### src/rtl/sys_tick_timer.sv
module sys_tick_timer #(
  parameter int CNT_W   = 24,
  parameter int ADDR_W  = 8,
  parameter int CAL_VAL = 10000
) (
  input  logic              clk,
  input  logic              rst_n,
  input  logic              wr_en,
  input  logic              rd_en,
  input  logic [ADDR_W-1:0] addr,
  input  logic [31:0]       wdata,
  output logic [31:0]       rdata,
  input  logic              ref_tick,
  output logic              irq
);

  localparam int WW = ADDR_W - 2;
  localparam logic [WW-1:0] W_CTRL = WW'(4);
  localparam logic [WW-1:0] W_RLD  = WW'(5);
  localparam logic [WW-1:0] W_CUR  = WW'(6);
  localparam logic [WW-1:0] W_CAL  = WW'(7);

  logic             run, tint, src, flag;
  logic [CNT_W-1:0] reload, cnt;

  logic [WW-1:0] word;
  logic          aligned, wr_ctrl, wr_cur, wr_rld, rd_ctrl, step, expire, restart;
  logic          unused_hi;

  assign word    = addr[ADDR_W-1:2];
  assign aligned = (addr[1:0] == 2'b00);
  assign wr_ctrl = wr_en && aligned && (word == W_CTRL);
  assign wr_rld  = wr_en && aligned && (word == W_RLD);
  assign wr_cur  = wr_en && aligned && (word == W_CUR);
  assign rd_ctrl = rd_en && aligned && (word == W_CTRL);
  assign step    = run && (src || ref_tick) && !wr_ctrl && !wr_cur;
  assign expire  = step && (cnt == '0);
  assign restart = wdata[0] && (!run || (wdata[2] != src));
  assign unused_hi = ^wdata[31:CNT_W];

  always_ff @(posedge clk) begin
    if (!rst_n) begin
      run    <= 1'b0;
      tint   <= 1'b0;
      src    <= 1'b0;
      flag   <= 1'b0;
      reload <= '0;
      cnt    <= '0;
      irq    <= 1'b0;
    end else begin
      irq <= expire && tint;
      if (wr_rld) reload <= wdata[CNT_W-1:0];
      if (wr_ctrl) begin
        {src, tint, run} <= wdata[2:0];
        if (restart) cnt <= reload;
      end else if (wr_cur) begin
        cnt <= reload;
      end else if (expire) begin
        if (reload == '0) run <= 1'b0;
        else              cnt <= reload;
      end else if (step) begin
        cnt <= cnt - 1'b1;
      end
      if (expire)                 flag <= 1'b1;
      else if (rd_ctrl || wr_cur) flag <= 1'b0;
    end
  end

  always_comb begin
    rdata = '0;
    if (aligned) begin
      case (word)
        W_CTRL:  rdata = {15'd0, flag, 13'd0, src, tint, run};
        W_RLD:   rdata = 32'(reload);
        W_CUR:   rdata = run ? 32'(cnt) : 32'd0;
        W_CAL:   rdata = 32'(CAL_VAL);
        default: rdata = '0;
      endcase
    end
  end

endmodule


### config.mk
export PLATFORM = sky130hd
export DESIGN_NAME = sys_tick_timer
export DESIGN_NICKNAME = d
export VERILOG_FILES = /design/src/rtl/sys_tick_timer.sv
export SDC_FILE = /design/constraint.sdc
export NUM_CORES = 1
export LEC_CHECK = 0
export BUFFER_PORTS_ARGS = -buffer_cell sky130_fd_sc_hd__buf_2
export CELL_PAD_IN_SITES_DETAIL_PLACEMENT = 1
export CELL_PAD_IN_SITES_GLOBAL_PLACEMENT = 1
export CORE_MARGIN = 4
export CORE_UTILIZATION = 35
export CTS_CLUSTER_DIAMETER = 200
export DETAILED_ROUTE_END_ITERATION = 8
export GPL_ROUTABILITY_DRIVEN = 0
export PLACE_DENSITY = 0.8
export SLEW_MARGIN = 20
export SYNTH_ARGS = -nofsm -noshare
export SYNTH_HDL_FRONTEND = slang
export SYNTH_SLANG_ARGS = --single-unit
### constraint.sdc
create_clock -name clk -period 2.4 [get_ports clk]
set_clock_uncertainty 0.05 [all_clocks]
set_input_delay 0.48 -clock clk [delete_from_list [all_inputs] [get_ports clk]]
set_output_delay 0.48 -clock clk [all_outputs]
set_load 0.01 [all_outputs]
# Word level (Yosys, flattened, before mapping)
# Index checks and enable logic that the tools add are counted.
# word_totals
input_bits,45
out_inout_bits,33
reg_bits,53
# classes
n_reduce_logical,27
muxes,15
add_sub_neg,1
eq_ne,8
# ops
cell,count
$mux W24,8
$pmux W24 S4,1
$logic_not A24 Y1,2
$eq A6 B3 Y1 const B,4
$sub A24 B1 Y24 const B,1
$logic_and A1 B1 Y1,12
$mux W1,6
$reduce_and A3 Y1,2
$reduce_bool A2 Y1,3
$ne A4 B4 Y1 const B,1
$reduce_bool A4 Y1,1
$logic_not A1 Y1,3
$logic_or A1 B1 Y1,3
$logic_not A2 Y1,1
$ne A2 B1 Y1 const B,1
$ne A2 B2 Y1 const B,1
$ne A1 B1 Y1,1

# Logic depth before layout (Yosys ltp)
# depth
depth_word,10
mapped_depth,10
mapped_depth_nobuf,8

# Least setup slack after synthesis
# Ideal clock, no wire load.
# synth_path
path_kind,input to output
from,in addr[5]
to,out rdata[10]
arrival_ps,2077
cell_stages,6
path_slack_ps,-207
cell_sequence,or4b_1 -> buf_2 -> nor3b_2 -> clkbuf_1 -> a221oi_1 -> nor2_1
# synth_via
elab_chain_len,3
# synth_lines
element,line,rtl
start: declaration,10,"input logic [ADDR_W-1:0] addr,"
$eq A6 B3 Y1,72,case (word)
$pmux W24 S4 *,72,
$mux W24 *,71,if (aligned) begin
end: declaration,12,"output logic [31:0] rdata,"
# Every way passes the cells marked *; elsewhere a longest branch is shown, timed or not.

# Worst setup path after layout
# layout_path
from,in addr[6]
to,out rdata[16]
# Same word-level chain as after synthesis.

==> summary.txt <==
Outcome -> complete, but fails checks
Failing checks -> negative setup slack
DIE HEIGHT -> 106 um
Area growth, synth to finish -> 37.4%
Sequential fraction of the synthesis area -> 31.5%
Register bit count reported by yosys -> 53
Leak pwr -> 0.00194 uW
Post-route minimum period -> 2590 ps
Core area -> 9330 um^2
Share of post-route cells with drive strength above 1 -> 34.4%
Crit. End Element -> output pin
Die X -> 106 um
Fmax -> 386 MHz
Detailed Route WL -> 14400 um
Clock Power Share -> 37.4%
Synth Area in Compound Gates -> 26.4%
Most common cell after layout, fill and taps aside -> nand2_1
Xor and xnor area share after synthesis -> 0.260%
Rows -> 35
Setup Crit Path Kind -> input pin to output pin
Post-route cell area -> 4630 um^2
Synth warn -> 0
Largest net degree at the start of global routing -> 31
Final period utilization -> 108%
Top area cells in the synthesized netlist -> dfxtp_1, nand2_1, a21oi_1
Placed Area -> 4340 um^2
Crit-path max FO -> 14
Initial DRC Count -> 368
Clock sink count -> 53
Simple-Gate Fraction of Synth Area -> 31.7%
Reg2Reg Depth -> 6
Nets@finish -> 619
Vias/cell -> 5.96
Antenna violations before repair -> 0
Final Worst Setup Slack -> -193 ps
FF/Latch Area -> 1060 um^2
TritonRoute pass-1 iters -> 5
CTS clk-pin slew, worst paths -> 110 ps
CP Launch Point -> addr[6]
Hold Violations, Final -> 0
Top cell type's share of synthesized area -> 31.5%
Post-route ant nets -> 0
Worst R2R Start -> cnt[1]$_SDFFE_PN0P_
Area leader, netlist -> dfxtp_1
DRC viols -> 0
Peak VDD IR -> 0.000242 V
Startpoint Class -> input pin
RR Endpoint -> cnt[23]$_SDFFE_PN0P_
P_sw -> 440 uW
Via count -> 4181
Combinational power share -> 11.1%
Post-Synthesis Cells -> 451
Flop2flop setup slack -> 0 ps
Worst EP arrival -> 2060 ps
Max-slew headroom -> 60.9%
H-tree Lvls -> 2
Post-DP HPWL -> 10300 um
Multi-input gate area -> 2210 um^2
Port Buffers -> 61
Ports -> 78
Worst slew pin tran -> 586 ps
Post-synth EDFFs -> 0
Grt total ovfl -> 0
Mapped Avg Cell Area -> 7.47 um^2
Setup tns final -> -2470 ps
Antenna diodes -> 0
Multiplexer share of the synthesized area -> 1.52%
Drt wl/cell -> 20.6 um
Combinational family with the most area after synthesis -> simple AND/OR/NAND/NOR gates
CTS Hold Bufs -> 0
Initial Util -> 36.1%
Post-Syn Area -> 3370 um^2
RSZ-0062 raised after global routing -> yes
Commonest non-fill, non-tap cells in the layout -> nand2_1, buf_4, buf_2
Longest Clk Path Bufs -> 2
Root Buffer -> clkbuf_8
Synth Flop Type -> dfxtp_1
Vias in the first global route -> 4258
Die area -> 11300 um^2
Post-synth cell types -> 65
Critical path endpoint -> rdata[16]
Cell Int Power -> 1280 uW
Pwr dens -> 371 nW/um^2
Hold Crit Class -> input pin to register
Fillers -> 1159
CTS buffer count -> 5
Max-cap violations -> 0
First-pass GRT wire length -> 22200 um
CTS tree -> built
Max-slew violations -> 0
Area share of fa/ha/maj cells after synthesis -> 0.742%
Sw frac -> 25.6%
# setup viols final -> 24
Sequential share of power -> 51.5%
Synth async-reset ratio -> 0%
Clock Latency Late Sink -> 320 ps
GRT Util Overall -> 24.5%
WP data required -> 1870 ps
==> timing repair <==
item	CTS	global route
cloned	1	0
buffers inserted	5	2
endpoints found under the setup margin	46	41
pin swaps	5	4
resized for setup	12	13
==> synthesized netlist by cell type, drive strengths merged (4+ instances only) <==
master,count
a21o,4
a21oi,56
a221oi,5
a22oi,16
and3,5
buf,25
clkbuf,15
dfxtp,53
inv,4
mux2i,4
nand2,80
nand3,8
nand4,4
nor2,51
nor3,8
nor4,14
o211ai,6
o21ai,13
o22ai,7
or2,8
or3,8
or4,9
==> cell families (layout without fill, tap and decap cells) <==
group | count (synthesis) | in the layout
xor gates and xnor gates | 1 | 1
AOI/OAI and AO/OA | 134 | 134
muxes | 5 | 5
adders and majority gates | 2 | 2
DFF | 53 | 53
and+or+nand+nor | 211 | 211
buffers and inverters | 44 | 159
other | 1 | 8
==> through the flow <==
| step | setup slack (ps) | hold slack, ps | std cells | total power (uW) | util [%] |
|---|---|---|---|---|---|
| after floorplan | -32.5 | 372 | 458 | 1010 | - |
| after global placement | -205 | 394 | 686 | 1070 | 46.5 |
| after detailed placement | -288 | 407 | 686 | 1080 | 46.5 |
| after CTS | -157 | 339 | 700 | 1710 | 48.8 |
| after global routing | -252 | 329 | 702 | 1770 | 49.7 |
| final | -193 | 331 | 702 | 1720 | 49.7 |
==> state kept, by name (all words and copies together), names as in the netlist <==
name,count
src,1
tint,1
irq,1
run,1
flag,1
cnt,24
reload,24
==> power by group through the flow <==
stage / Combinational, uW / Clock [uW] / Sequential [uW]
6_report: 191 / 642 / 885
5_1_grt: 206 / 682 / 885
4_1_cts: 182 / 639 / 884
3_5_place_dp: 174 / 0 / 905
3_3_place_gp: 167 / 0 / 905
2_1_floorplan: 102 / 0 / 904
==> cell type report <==
type,instances,area share [%]
Clock buffer,6,1.57
Clock inverter,2,0.837
Inverter,4,0.324
Multi-Input combinational cell,361,47.7
Sequential cell,53,22.9
Tap cell,129,3.48
Timing Repair Buffer,147,23.2
==> how the worst min path moves through the flow <==
| stage | to | depth (start not counted) | from |
|---|---|---|---|
| 6_report | reload[15]$_SDFFE_PN0P_ | 3 | wdata[15] |
| 5_1_grt | reload[18]$_SDFFE_PN0P_ | 3 | wdata[18] |
| 4_1_cts | reload[15]$_SDFFE_PN0P_ | 3 | wdata[15] |
| 3_5_place_dp | flag$_SDFFE_PN0P_ | 2 | flag$_SDFFE_PN0P_ |
| 3_3_place_gp | flag$_SDFFE_PN0P_ | 2 | flag$_SDFFE_PN0P_ |
| 2_1_floorplan | irq$_SDFF_PN0_ | 2 | tint$_SDFFE_PN0P_ |
==> critical path, stage by stage <==
cell      delay (ps)
buf_6             90
or4b_4           590
nor2_4           120
and3_4           230
buf_12           150
a222oi_1         110
nor2_1           140
buf_2            150
==> metal layers <==
metal,GRT usage [%],up-vias,part of all wire [%]
met4,9.07,0,3.5
met1,29.6,2063,41
met2,44.2,199,51
met3,2.98,49,5.2
met5,0,-,0
li1,-,1870,-
Note: power is estimated with default switching activity, not from simulation.
